## config.mk

```make
export PLATFORM = sky130hd
export DESIGN_NAME = serial_dot_unit
export DESIGN_NICKNAME = d
export VERILOG_FILES = /design/src/rtl/sdu_pkg.sv /design/src/rtl/sdu_gate.sv /design/src/rtl/sdu_tree.sv /design/src/rtl/sdu_seq.sv /design/src/rtl/serial_dot_unit.sv
export SDC_FILE = /design/constraint.sdc
export NUM_CORES = 1
export LEC_CHECK = 0
export CELL_PAD_IN_SITES_DETAIL_PLACEMENT = 0
export CELL_PAD_IN_SITES_GLOBAL_PLACEMENT = 1
export CORE_MARGIN = 2
export CORE_UTILIZATION = 42
export DETAILED_ROUTE_END_ITERATION = 8
export PLACE_DENSITY_LB_ADDON = 0.1
export SLEW_MARGIN = 20
export SYNTH_ARGS = -nofsm -noshare
export SYNTH_HDL_FRONTEND = slang
export SYNTH_HIERARCHICAL = 1
export SYNTH_SLANG_ARGS = --single-unit
```

## constraint.sdc

```tcl
create_clock -name clk -period 4.97 [get_ports clk]
set_input_delay 0.994 -clock clk [delete_from_list [all_inputs] [get_ports clk]]
set_output_delay 0.994 -clock clk [all_outputs]
set_load 0.02 [all_outputs]
```

## src/rtl/sdu_pkg.sv

```systemverilog
package sdu_pkg;
   localparam int SDU_LANES  = 16;
   localparam int SDU_WGT_W  = 16;
   localparam int SDU_MAX_P  = 16;
   localparam int SDU_ACC_W  = 32;

   // width needed to add LANES signed words of width w without overflow
   function automatic int tree_width(input int w, input int lanes);
      return w + $clog2(lanes);
   endfunction
endpackage

```

## src/rtl/sdu_gate.sv

```systemverilog
module sdu_gate #(
   parameter int LANES = 16,
   parameter int WGT_W = 16
) (
   input  logic [LANES-1:0]       bit_i,
   input  logic [LANES*WGT_W-1:0] wgt_i,
   output logic [LANES*WGT_W-1:0] gated_o
);
   // one AND row per lane stands in for a multiplier
   for (genvar l = 0; l < LANES; l++) begin : g_lane
      assign gated_o[l*WGT_W +: WGT_W] = wgt_i[l*WGT_W +: WGT_W] & {WGT_W{bit_i[l]}};
   end
endmodule

```

## src/rtl/sdu_tree.sv

```systemverilog
module sdu_tree #(
   parameter int LANES  = 16,
   parameter int WGT_W  = 16,
   parameter int TREE_W = 20
) (
   input  logic [LANES*WGT_W-1:0]    word_i,
   output logic signed [TREE_W-1:0]  sum_o
);
   localparam int NODES = 2*LANES - 1;

   initial begin
      assert (LANES >= 2) else $error("sdu_tree: LANES must be at least 2");
      assert (TREE_W >= WGT_W + $clog2(LANES)) else $error("sdu_tree: TREE_W too narrow");
   end

   logic signed [TREE_W-1:0] node [NODES];

   // leaves sit at the back of the heap-ordered array
   for (genvar l = 0; l < LANES; l++) begin : g_leaf
      assign node[LANES-1+l] = {{(TREE_W-WGT_W){word_i[l*WGT_W+WGT_W-1]}},
                                word_i[l*WGT_W +: WGT_W]};
   end

   // each inner node adds its two children
   for (genvar i = 0; i < LANES-1; i++) begin : g_node
      assign node[i] = node[2*i+1] + node[2*i+2];
   end

   assign sum_o = node[0];
endmodule

```

## src/rtl/sdu_seq.sv

```systemverilog
module sdu_seq #(
   parameter int MAX_P = 16,
   parameter int PW    = 5
) (
   input  logic          clk,
   input  logic          rst_n,
   input  logic          start_i,
   input  logic [PW-1:0] prec_i,
   output logic          first_o,
   output logic          last_o,
   output logic          active_o
);
   logic          busy_q;
   logic [PW-1:0] left_q;   // bit cycles still to come, counting the current one

   initial begin
      assert (MAX_P >= 1) else $error("sdu_seq: MAX_P must be positive");
      assert (PW >= $clog2(MAX_P+1)) else $error("sdu_seq: PW too narrow");
   end

   assign first_o  = start_i;
   assign active_o = start_i | busy_q;
   assign last_o   = start_i ? (prec_i == PW'(1)) : (busy_q && left_q == PW'(1));

   always_ff @(posedge clk or negedge rst_n) begin
      if (!rst_n) begin
         busy_q <= 1'b0;
         left_q <= '0;
      end else if (start_i) begin
         busy_q <= (prec_i != PW'(1));
         left_q <= prec_i - PW'(1);
      end else if (busy_q) begin
         if (left_q == PW'(1)) busy_q <= 1'b0;
         left_q <= left_q - PW'(1);
      end
   end


   prec_legal_chk: assert property (@(posedge clk) disable iff (!rst_n)
      start_i |-> (prec_i != '0 && prec_i <= PW'(MAX_P)));


   cnt_step_chk: assert property (@(posedge clk) disable iff (!rst_n)
      (busy_q && !start_i && left_q > PW'(1)) |=> (busy_q && left_q == $past(left_q) - PW'(1)));
endmodule

```

## src/rtl/serial_dot_unit.sv

```systemverilog
module serial_dot_unit
   import sdu_pkg::*;
#(
   parameter int LANES = SDU_LANES,
   parameter int WGT_W = SDU_WGT_W,
   parameter int MAX_P = SDU_MAX_P,
   parameter int ACC_W = SDU_ACC_W,
   localparam int PW     = $clog2(MAX_P+1),
   localparam int TREE_W = tree_width(WGT_W, LANES)
) (
   input  logic                   clk,
   input  logic                   rst_n,
   input  logic                   start_i,
   input  logic                   chain_i,
   input  logic [PW-1:0]          prec_i,
   input  logic [LANES-1:0]       nbit_i,
   input  logic [LANES*WGT_W-1:0] syn_i,
   output logic [ACC_W-1:0]       result_o,
   output logic                   done_o
);
   initial begin
      assert (ACC_W >= TREE_W) else $error("serial_dot_unit: ACC_W narrower than tree sum");
      assert (MAX_P <= ACC_W) else $error("serial_dot_unit: MAX_P exceeds ACC_W");
   end

   logic                     first, last, active;
   logic [LANES*WGT_W-1:0]   gated;
   logic signed [TREE_W-1:0] tree_sum;
   logic [ACC_W-1:0]         tree_ext, part_q, part_nxt, base, res_q;
   logic                     chain_q, chain_sel, done_q;

   sdu_seq #(.MAX_P(MAX_P), .PW(PW)) u_seq (
      .clk(clk), .rst_n(rst_n), .start_i(start_i), .prec_i(prec_i),
      .first_o(first), .last_o(last), .active_o(active)
   );

   sdu_gate #(.LANES(LANES), .WGT_W(WGT_W)) u_gate (
      .bit_i(nbit_i), .wgt_i(syn_i), .gated_o(gated)
   );

   sdu_tree #(.LANES(LANES), .WGT_W(WGT_W), .TREE_W(TREE_W)) u_tree (
      .word_i(gated), .sum_o(tree_sum)
   );

   assign tree_ext = {{(ACC_W-TREE_W){tree_sum[TREE_W-1]}}, tree_sum};

   // sign bit carries negative weight; later bits double what came before
   assign part_nxt  = first ? (ACC_W'(0) - tree_ext) : ((part_q << 1) + tree_ext);
   assign chain_sel = first ? chain_i : chain_q;
   assign base      = chain_sel ? res_q : '0;

   always_ff @(posedge clk or negedge rst_n) begin
      if (!rst_n) begin
         part_q  <= '0;
         chain_q <= 1'b0;
         res_q   <= '0;
         done_q  <= 1'b0;
      end else begin
         done_q <= last;
         if (active) part_q <= part_nxt;
         if (first) chain_q <= chain_i;
         if (last) res_q <= base + part_nxt;
      end
   end

   assign result_o = res_q;
   assign done_o   = done_q;


   hold_chk: assert property (@(posedge clk) disable iff (!rst_n)
      !done_o |-> $stable(result_o));


   gate_zero_chk: assert property (@(posedge clk) disable iff (!rst_n)
      (nbit_i == '0) |-> (tree_sum == '0));
endmodule

```

==> flow_results.org, run 1 <==
** Critical path
- WS Path Type :: input port to flop
- Count of buffer and inverter cells on the critical path :: 10
- Capturing instance or port of the critical path :: result_o[27]$_DFFE_PN0P_
- Worst stage delay on the critical path :: 0.53 ns
- R2R Path Start :: part_q[0]$_DFFE_PN0P_
- Startpoint Class :: input port
- Slowest-stage cell, CP :: fa_1
- Data required, critical path :: 5.21 ns
- For flop-to-flop paths, the worst setup slack is 0.21 ns.
- Measured in cells, the most critical reg-to-reg path has a length of 26.
- Data arrival, critical path :: 10.05 ns
- Tracing the worst setup path back leads to its startpoint at syn_i[241].
- The kind of cell with the highest combined delay along the critical path is adder cells.
- STA classifies the critical path endpoint as a flop.
- Endpoint of the worst-slack reg-to-reg timing path :: result_o[27]$_DFFE_PN0P_
- In this run the worst path has a maximum fanout of 4.
- Critical path depth :: 49

** STA
- For the pin with the worst max-slew slack, the measured transition is 1.069 ns.
- The number of hold violations in the final report was 0.
- Setup violations remaining at the end of the flow were counted as 61.
- Setup WS post-layout :: -4.846 ns
- The number of slew-limit violations in the final report came to 0.
- RSZ-0062 raised after global routing :: true
- Clock skew on the completed layout was measured at 0.006504 ns.
- Min Clock Period, post-route :: 9.816 ns
- After layout, the worst path uses 197.5% of the clock period.
- Relative slew margins :: 28.74%
- Derived from the worst setup path, the maximum achievable clock frequency is 101.9 MHz.

** Outcome
- Violated checks :: setup timing
- The flow ran to the end, but the final reports show violations.

** Synthesis
- Sorting the synthesized cells by area gives the leading types as ha_1 (15%), fa_1 (13%), dfrtp_1 (9.9%), and2_2 (6.8%), xnor2_1 (5.7%).
- Count of unique library cells instantiated by Yosys :: 94
- After synthesis, the largest area contributor takes up 14.89% of total cell area.
- Syn avg cell area :: 8.325 µm²
- Gate count of the mapped netlist :: 2160
- Yosys mapped a number of flops with a built-in enable equal to 0.
- Share of flip-flops with an asynchronous set or reset :: 100.0%
- After Yosys synthesis, full adders, half adders and majority gates account for 27.69% of the synthesized area.
- Most common cell in the synthesized netlist :: ha_1
- The synthesized netlist devotes 19.30% of its cell area to compound gates.
- After synthesis, the largest family of logic cells by area is adder cells.
- Measured against the total synthesized area, the mux share comes to 4.293%.
- Summing the areas of all and, or, nand and nor instances in the mapped netlist gives 23.50% of the synthesized area.
- Counting every net in the synthesized netlist gives 2770.
- Post-synth top area cell :: ha_1
- After Yosys synthesis, XOR and XNOR cells account for 9.108% of the synthesized area.
- In this run the cell area of the synthesized design comes to 17980 µm².
- After synthesis, flip-flops and latches occupy 9.880% of the total area.
- Yosys Warn Count :: 6
- Commonest cells in the synthesized netlist :: ha_1 (214), inv_1 (199), a21oi_1 (170)
- The most used flip-flop cell after synthesis is dfrtp_1.
- Flop and latch count out of synthesis :: 71

** CTS
- The clock reaches the later pin of the worst-skew pair after 0.35 ns.
- The tree is rooted in a clkbuf_16.
- Clock tree sinks :: 71
- Clock input transition at the sequential cells of the worst setup and hold paths :: 0.06 ns
- The H-tree was split into 3 levels.
- Number of buffers on the longest clock path :: 2
- TritonCTS built the clock tree.
- TritonCTS created 9 clock buffers.

** Route
- DR DRC count :: 0
- Detailed routing inserted a total of 19020 vias.
- In the final routed layout, each cell accounts on average for 17.13 µm.
- For this run, the detailed router's first-pass iteration total came to 6.
- Dividing the detail-routed via count by the number of cells gives 5.173.
- DRC marker count from the first detailed-route iteration :: 693
- Antenna violation net count after detailed routing :: 0
- Total detailed-routing wirelength :: 62980 µm

** Floorplan
- I/O pin cnt :: 314
- Width of the die :: 210.9 µm
- # rows :: 75
- Die Y :: 210.9 µm
- Once the floorplan was initialized, standard cells occupied 42.68% of the core.
- Die area :: 44490 µm²
- The core region is 42130 µm².

** Final layout
- Final net count :: 3742
- The repair_antennas step left the layout with diodes totalling 0.
- After routing the design area is 29960 µm².
- Storage element area :: 1777 µm²
- Total area of multi-input combinational cells :: 17900 µm²
- Post-synthesis to final-layout area growth :: 66.62%
- Share of final-layout standard cells stronger than drive strength 1 :: 44.25%
- Fill count :: 3309

** Placement
- Number of port buffers :: 313
- Final weighted congestion in routability-driven placement :: 0.8757
- HPWL after detailed placement :: 51810 µm
- Placed inst area :: 26800 µm²

** Global route
- The via count of the first global-routing pass came to 20090.
- Global-route usage over all layers :: 28.09%
- Maximum number of pins on one net before global-route repair :: 64
- Global-route wire length before repair :: 100400 µm
- Total gr overflow :: 0
- Antenna violations before repair :: 1

** Worst hold path
- Hold Path Class :: flop to flop

** Flow run
- Number of max-cap violations :: 0
## kinds of logic (layout without fill, tap and decap cells)
| kind of cell | Yosys count | after routing |
|---|---|---|
| AO/OA/AOI/OAI | 517 | 517 |
| XOR/XNOR | 187 | 187 |
| adder cells (fa/ha/maj) | 329 | 329 |
| buffers and inverters | 248 | 1225 |
| flip-flops | 71 | 71 |
| multiplexers | 70 | 70 |
| AND/OR/NAND/NOR | 738 | 738 |
## cell type report
cell class                 count  share of cell area, %
tap                          539                  2.251
clock buffer                  13                 0.9020
inverter                     199                  2.493
timing repair buffer        1010                  28.54
multi-input combinational   1841                  59.76
sequential                    71                  5.930
clock inverter                 3                 0.1336
## registers in the layout, indices dropped and copies added (netlist names)
| name | cells |
|---|---|
| done_o | 1 |
| u_seq/left_q | 5 |
| result_o | 32 |
| part_q | 31 |
| u_seq/busy_q | 1 |
| chain_q | 1 |
## timing repair
action / 4_1_cts / 5_1_grt
setup buffers: 73 / 48
setup endpoints to repair: 61 / 61
resized for setup: 361 / 177
hold buffers: 0 / 0
pin swaps: 225 / 118
## worst min-delay path by stage
stage,endpoint,cells past startpoint,startpoint
global placement,part_q[0]$_DFFE_PN0P_,1,part_q[0]$_DFFE_PN0P_
finish,result_o[0]$_DFFE_PN0P_,1,result_o[0]$_DFFE_PN0P_
floorplan,part_q[0]$_DFFE_PN0P_,1,part_q[0]$_DFFE_PN0P_
global route,part_q[0]$_DFFE_PN0P_,1,part_q[0]$_DFFE_PN0P_
detailed placement,result_o[0]$_DFFE_PN0P_,1,result_o[0]$_DFFE_PN0P_
CTS,part_q[25]$_DFFE_PN0P_,1,part_q[25]$_DFFE_PN0P_
## layer usage
layer | routed length [µm] | up-vias | share of wire [%] | track usage, %
met5 | 0 | - | 0 | 0
met4 | 1350 | 0 | 2.1 | 6.265
met3 | 1964 | 73 | 3.1 | 2.483
met2 | 31220 | 352 | 50 | 50.05
met1 | 28440 | 9205 | 45 | 36.90
li1 | - | 9385 | - | -
## layout by cell type, fill, tap and decap left out, types with 20 or more instances in the layout
cell,count
nand2_1,101
o21ai_0,41
xor2_1,55
and2_4,51
nor2_1,101
fa_1,98
o21ai_1,23
inv_1,159
xnor2_2,20
clkdlybuf4s50_1,263
inv_2,40
nand2b_1,22
mux2_4,30
buf_4,642
a21oi_2,63
dlygate4sd2_1,26
xnor2_1,92
o21ai_2,21
a21o_1,66
and2_2,125
a21oi_1,94
ha_1,153
dfrtp_1,71
ha_4,60
nor2b_1,57
buf_6,53
o21a_1,27
mux2_2,27
nand3_1,29
nor3_1,32
a21oi_4,20
and2_1,89
## metrics by stage
| step | setup slack, ns | setup TNS, ns | hold slack [ns] | utilization, % | instances |
|---|---|---|---|---|---|
| 2_1_floorplan | -4.654 | -165.30 | 0.4849 | - | 2160 |
| 3_3_place_gp | -5.687 | -239.91 | 0.4985 | 63.60 | 3553 |
| 3_5_place_dp | -5.755 | -243.13 | 0.5165 | 63.60 | 3553 |
| 4_1_cts | -4.663 | -188.89 | 0.5295 | 68.43 | 3636 |
| 5_1_grt | -5.259 | -213.46 | 0.5373 | 71.11 | 3676 |
| 6_report | -4.846 | -195.88 | 0.5285 | 71.11 | 3676 |
Power of run 1 is left out: the tool's default activity adds up to more than one toggle a clock period on the data nets, which glitch-free logic cannot reach.
==> run 2, diff against run 1 <==
--- a/config.mk
+++ b/config.mk
@@ -8,11 +8,10 @@
 export CELL_PAD_IN_SITES_DETAIL_PLACEMENT = 0
 export CELL_PAD_IN_SITES_GLOBAL_PLACEMENT = 1
 export CORE_MARGIN = 2
-export CORE_UTILIZATION = 42
+export CORE_UTILIZATION = 40
 export DETAILED_ROUTE_END_ITERATION = 8
 export PLACE_DENSITY_LB_ADDON = 0.1
 export SLEW_MARGIN = 20
 export SYNTH_ARGS = -nofsm -noshare
 export SYNTH_HDL_FRONTEND = slang
-export SYNTH_HIERARCHICAL = 1
 export SYNTH_SLANG_ARGS = --single-unit
==> flow_results.org, run 2 <==
** Synthesis
- Synthesis produced a netlist with a net count of 2247.
- Proportion of synthesized chip area in sequential cells :: 12.37%
- Syn avg cell area :: 8.768 µm²
- The Yosys step of the flow raised 0 warnings.
- In this run, synthesis produced a sequential element count of 71.
- Gate count of the mapped netlist :: 1638
- Netlist area before placement :: 14360 µm²
- Fraction of synthesized cell area taken by the top area cell type :: 32.62%
- In this run, synthesis inferred 0 flip-flops with an integrated enable.
- Most common cell in the synthesized netlist :: inv_1
- Post-synth top area cell :: fa_1
- In the synthesized netlist the dominant register cell turns out to be dfrtp_1.
- Yosys attributes the largest share of cell area to fa_1 (33%), dfrtp_1 (12%), ha_1 (8.2%), inv_1 (7.0%), nand2_1 (6.1%).
- The netlist uses 69 different library cells.
- By count the netlist is led by inv_1 (268), nand2_1 (235), fa_1 (234).
- For this run, asynchronously set or reset flops after synthesis account for 100.0%.

** STA
- RSZ-0062 raised after global routing :: true
- Worst Skew :: 0.01038 ns
- Setup WS post-layout :: -4.689 ns
- For the pin with the worst max-slew slack, the measured transition is 1.179 ns.
- For the finished layout, the period the worst path requires is 9.659 ns.
- Measured against its own limit, the worst slew margin works out to 21.11%.
- The number of hold violations in the final report came to 0.
- Timing-limited maximum frequency :: 103.5 MHz
- Final slew viol count :: 0
- Post-route clock period utilization :: 194.3%
- Setup violations remaining at the end of the flow were counted as 61.

** Route
- For this run, the detailed router's first-pass iteration total came to 5.
- Once detail routing completed, the nets flagged for antenna violations numbered 0.
- Via density per instance :: 4.987
- The detailed router finished its first iteration with 549 violations.
- Detailed routing inserted a total of 13930 vias.
- After detailed routing, the number of remaining DRC violations is 0.
- Routed len/inst :: 19.64 µm
- The routed design has 54850 µm of wire.

** Critical path
- At the worst endpoint, the required time is 5.19 ns.
- The worst setup path is captured at a flop.
- The worst setup path is of the input port to flop kind.
- Largest fanout on the critical path :: 5
- Among the stages of the critical path, the cell type that occurs most often is fa_1.
- The slowest stage of the critical path is the fa_1 cell.
- For the worst setup path, the data arrival time is 9.88 ns.
- STA classifies the critical path startpoint as an input port.
- For this run, the slowest stage of the critical path takes 0.58 ns.

** Global route
- Antenna violations before repair :: 6
- Maximum number of pins on one net before global-route repair :: 72
- Global-route usage over all layers :: 29.17%
- Total gr overflow :: 0
- Global-route wire length before repair :: 85570 µm
- Vias in the first global route :: 15360

** Final layout
- Fill count :: 2824
- Post-synthesis to final-layout area growth :: 67.56%
- Commonest cells after routing, fill and taps aside :: buf_4 (299), inv_1 (219), fa_1 (204)
- Final net count :: 2931
- Share of final-layout standard cells stronger than drive strength 1 :: 37.34%
- Total area of multi-input combinational cells :: 13640 µm²
- The register with the most flip-flops in the layout has 32 of them.
- Storage element area :: 1777 µm²
- At the end of the flow the core is filled with cells to 67.82%.
- Most frequent standard cell in the layout excluding fill and tap cells :: buf_4

** Floorplan
- # rows :: 69
- Starting utilization of the core area :: 40.48%
- Die area :: 37440 µm²
- During I/O placement, the number of pins put on the boundary was 314.
- Floorplan Core Area :: 35480 µm²
- Width of the die :: 193.5 µm
- Die Y :: 193.5 µm

** Placement
- Final weighted congestion in routability-driven placement :: 0.9369
- HPWL after detailed placement :: 42290 µm
- Number of port buffers :: 313

** CTS
- TritonCTS built the clock tree.
- After clock tree synthesis, the clock-pin slew on the worst setup and hold paths is 0.06 ns.
- TritonCTS created 9 clock buffers.
- The cell sitting at the root of the clock tree is a clkbuf_16.
- No sink is reached through more buffers than the 2 on the longest clock path.
- Clock latency on the worst-skew pair, taken at its later pin, is 0.35 ns.
- The H-tree was split into 3 levels.
- The clock net in this run drives a total of 71 sinks.
- Hold buffers post-CTS :: 0

** Worst hold path
- The min-delay analysis places its worst path in the category flop to flop.

** Outcome
- The run finished, with violations left.
- The final reports fail on setup timing.

** Flow run
- Across the run, the number of max-cap violations was 0.
-- run 2: cell types whose count changed in the layout (fill, tap and decap cells not counted), moves of 70 or more --
cell / delta
ha_1: -102
nand2_1: +102
buf_4: -343
a21oi_1: -70
and2_2: -125
fa_1: +106
-- run 2: per-stage QoR --
step	area [µm²]	cells	TNS, ns	hold WS [ns]	setup WS, ns
after floorplan	15010	1638	-157.25	0.4453	-4.445
after global placement	20870	2671	-228.83	0.4750	-5.561
after detailed placement	20870	2671	-230.36	0.4844	-5.631
after CTS	22840	2767	-188.79	0.5062	-4.774
after global routing	24060	2791	-198.09	0.5301	-5.007
final	24070	2793	-183.39	0.4990	-4.689
-- run 2: layout make-up --
cell class	count	share of cell area (%)
Tap cell	461	2.397
Clock inverter	5	0.3327
Multi-Input combinational cell	1260	56.70
Sequential cell	71	7.383
Clock buffer	11	1.050
Antenna cell	5	0.05199
Inverter	269	4.216
Timing Repair Buffer	711	27.87
-- run 2: worst paths after layout --
| check | startpoint | to | cells past startpoint | slack [ns] |
|---|---|---|---|---|
| setup / recovery | syn_i[102] | result_o[31]$_DFFE_PN0P_ | 39 | -4.69 |
| hold / removal | result_o[29]$_DFFE_PN0P_ | result_o[29]$_DFFE_PN0P_ | 2 | 0.50 |
| setup reg to reg | part_q[4]$_DFFE_PN0P_ | result_o[31]$_DFFE_PN0P_ | 24 | 0.25 |
| hold reg to reg | result_o[29]$_DFFE_PN0P_ | result_o[29]$_DFFE_PN0P_ | 2 | 0.50 |
| max in group asynchronous | rst_n | result_o[1]$_DFFE_PN0P_ | 3 | 3.74 |
| min in group asynchronous | rst_n | u_seq.left_q[4]$_DFFE_PN0P_ | 2 | 0.62 |
-- run 2: what timing repair did --
action / CTS / global route
gates resized for setup: 415 / 269
pin swaps: 246 / 218
gates cloned: 9 / 0
setup buffers: 82 / 43
setup endpoints to repair: 61 / 61
-- run 2: kinds of logic after synthesis --
kind of cell / after synthesis / synth area share (%)
AO/OA/AOI/OAI: 290 / 13.00
XOR/XNOR: 90 / 5.541
adder cells (fa/ha/maj): 328 / 40.80
buffers and inverters: 307 / 8.076
flip-flops: 71 / 12.37
multiplexers: 33 / 2.552
AND/OR/NAND/NOR: 519 / 17.66
-- run 2: critical path: cells and delay by family --
family | cells | cell delay [ns]
AOI/OAI and AO/OA | 14 | 2.37
xor gates and xnor gates | 3 | 0.50
adders and majority gates | 9 | 3.77
buffers and inverters | 7 | 1.15
muxes | 1 | 0.21
and+or+nand+nor | 5 | 0.88
-- run 2: metal layers --
layer,vias up,global-route usage [%],part of all wire [%]
met5,-,0,0.066
met4,6,6.927,2.6
met3,69,3.644,4.1
met2,340,51.35,50
met1,6892,38.18,43
li1,6622,-,-
Power of run 2 is left out for the same reason.
==> run 3, diff against run 2 <==
==> constraint.sdc (replaced) <==
create_clock -name clk -period 9 [get_ports clk]
set_input_delay 1.8 -clock clk [delete_from_list [all_inputs] [get_ports clk]]
set_output_delay 1.8 -clock clk [all_outputs]
set_load 0.02 [all_outputs]
==> flow_results.org, run 3 (synthesized netlist as in run 2, its figures left out) <==
** Outcome
- The flow ran to the end, but the final reports show violations.
- The final reports fail on setup timing.

** Critical path
- Family with the most delay on the worst path :: adder cells
- Of all nets on the critical path, the largest fanout is 5.
- Element type at the critical path end :: flop
- WS Path Type :: input port to flop
- Data arrival, critical path :: 10.73 ns
- Slowest-stage cell, CP :: fa_2
- Startpoint Class :: input port
- Counting both buffers and inverters, the worst setup path holds a total of 7.
- The largest single stage delay on the critical path is 0.54 ns.
- Data required, critical path :: 9.24 ns

** Final layout
- The final layout contains 2897 nets.
- Final standard cell count with taps included and fillers excluded :: 2758
- Summing all flip-flop and latch instances after layout gives 1777 µm².
- Commonest cells after routing, fill and taps aside :: buf_4 (314), inv_1 (208), fa_1 (202)
- Relative to the synthesized area, the layout overhead comes to 60.72%.
- Number of flip-flops under the largest register name :: 32
- Most frequent standard cell in the layout excluding fill and tap cells :: buf_4
- After filler insertion, the fill cell instance count of the layout stands at 3029.
- Core occupancy in the finished layout :: 65.06%
- In the final layout, the multi-input gates occupy 13120 µm².
- The post-route netlist has 35.32% of its cells at a drive strength greater than 1.

** Global route
- Global-route wire length before repair :: 80390 µm
- In the global route stage, overall resource usage came out at 27.20%.
- Most used routing layer in global routing :: met2
- Global routing finished with a remaining overflow of 0.
- The initial antenna violation count was 5.
- For met3 alone, demand over resource in global routing was 3.487%.
- Met2 usage :: 47.14%
- Vias in the first global route :: 14760
- Maximum number of pins on one net before global-route repair :: 72
- In the global route stage, met1 resource usage came out at 35.18%.

** Floorplan
- 314 I/O pins were placed.
- Starting utilization of the core area :: 40.48%
- # rows :: 69
- Die Y :: 193.5 µm
- The floorplan step defined a die boundary enclosing 37440 µm².
- The total area inside the core boundary comes to 35480 µm².
- Width of the die :: 193.5 µm

** STA
- Fin. Hold Viols :: 0
- Setup violations remaining at the end of the flow were counted as 24.
- For the finished layout, the period the worst path requires is 10.49 ns.
- Least-Margin Pin Slew :: 1.024 ns
- The number of slew-limit violations in the final report was 0.
- The worst path uses 116.6% of the clock period.
- The worst pin sits at a relative slew slack of 31.50%.
- RSZ-0062 raised after global routing :: true
- Timing-limited maximum frequency :: 95.30 MHz
- The clock arrives with 0.01352 ns of skew.
- Once routing completed, OpenROAD measured the worst setup slack at -1.493 ns.

** Placement
- In this run, placement finished with an instance count of 2667.
- Port buffering added 313 buffers.
- Final weighted congestion in routability-driven placement :: 0.9520
- Once detailed placement completed, the half-perimeter wirelength came to 40300 µm.

** CTS
- In this run the deepest clock path goes through 2 buffers.
- Insertion delay of the later-clocked pin in the worst-skew pair :: 0.36 ns
- CTS root buf :: clkbuf_16
- TritonCTS built the clock tree.
- Clock tree sinks :: 71
- Clock buffers created by TritonCTS :: 9
- Hold repair after CTS inserted 0 buffers.
- The H-tree was split into 3 levels.
- Clock-pin slew was measured on the worst setup and hold paths at 0.07 ns.

** Route
- DR DRC count :: 0
- Total detailed-routing wirelength :: 50300 µm
- The count of nets left with antenna violations once routing finished came out at 0.
- After the first detailed-routing iteration, the DRC count stood at 435.
- Before antenna repair, the detailed router went through 5 iterations.
- After detailed routing, the number of vias per cell comes to 4.934.
- Routed len/inst :: 18.24 µm
- The routed layout has 13610 vias.

** Worst hold path
- Hold Path Class :: flop to flop

** Flow run
- Across the run, the number of max-cap violations was 0.
[run 3: area by class of cell]
class	instances	share of cell area [%]
Inverter	269	4.385
Clock buffer	11	1.095
Sequential cell	71	7.697
Antenna cell	4	0.04336
Timing Repair Buffer	677	27.09
Multi-Input combinational cell	1260	56.84
Clock inverter	5	0.3469
Tap cell	461	2.499
[run 3: final timing paths]
check                                              start                           to  slack, ns  cells past startpoint
worst max-delay path                           nbit_i[2]     result_o[31]$_DFFE_PN0P_      -1.49                     42
worst min-delay path            result_o[28]$_DFFE_PN0P_     result_o[28]$_DFFE_PN0P_       0.49                      2
worst max register to register     part_q[1]$_DFFE_PN0P_     result_o[31]$_DFFE_PN0P_       4.27                     22
worst min register to register  result_o[28]$_DFFE_PN0P_     result_o[28]$_DFFE_PN0P_       0.49                      2
max in group asynchronous                          rst_n      result_o[3]$_DFFE_PN0P_       6.69                      2
min in group asynchronous                          rst_n  u_seq.left_q[4]$_DFFE_PN0P_       1.64                      2
[run 3: layer usage]
metal	share of wire (%)	up-vias	wire length, µm
met5	0.044	-	22
met2	50	325	25110
met3	4.0	87	1990
li1	-	6526	-
met4	3.6	4	1833
met1	42	6665	21350
[run 3: worst register-to-register path, delay by kind of cell, from the launching register on]
| family | cells | cell delay (ns) |
|---|---|---|
| adder cells (fa/ha/maj) | 2 | 0.55 |
| AO/OA/AOI/OAI | 11 | 1.96 |
| flip-flops | 1 | 0.38 |
| AND/OR/NAND/NOR | 3 | 0.67 |
| buffers and inverters | 2 | 0.24 |
| XOR/XNOR | 2 | 0.30 |
| multiplexers | 2 | 0.52 |
[run 3: through the flow]
stage	hold WS, ns	setup WS, ns	area, µm²	setup TNS [ns]
2_1_floorplan	0.4453	-1.221	14780	-10.77
3_3_place_gp	0.4774	-2.459	20580	-55.05
3_5_place_dp	0.4844	-2.536	20580	-57.48
4_1_cts	0.4976	-1.486	21980	-20.61
5_1_grt	0.5331	-1.878	23080	-26.72
6_report	0.4939	-1.493	23080	-18.59
[run 3: what timing repair did]
action	4_1_cts	5_1_grt
buffers inserted	47	31
cloned	5	0
pin swaps	196	205
resized for setup	371	311
setup endpoints to repair	40	37
Power of run 3 is left out for the same reason.
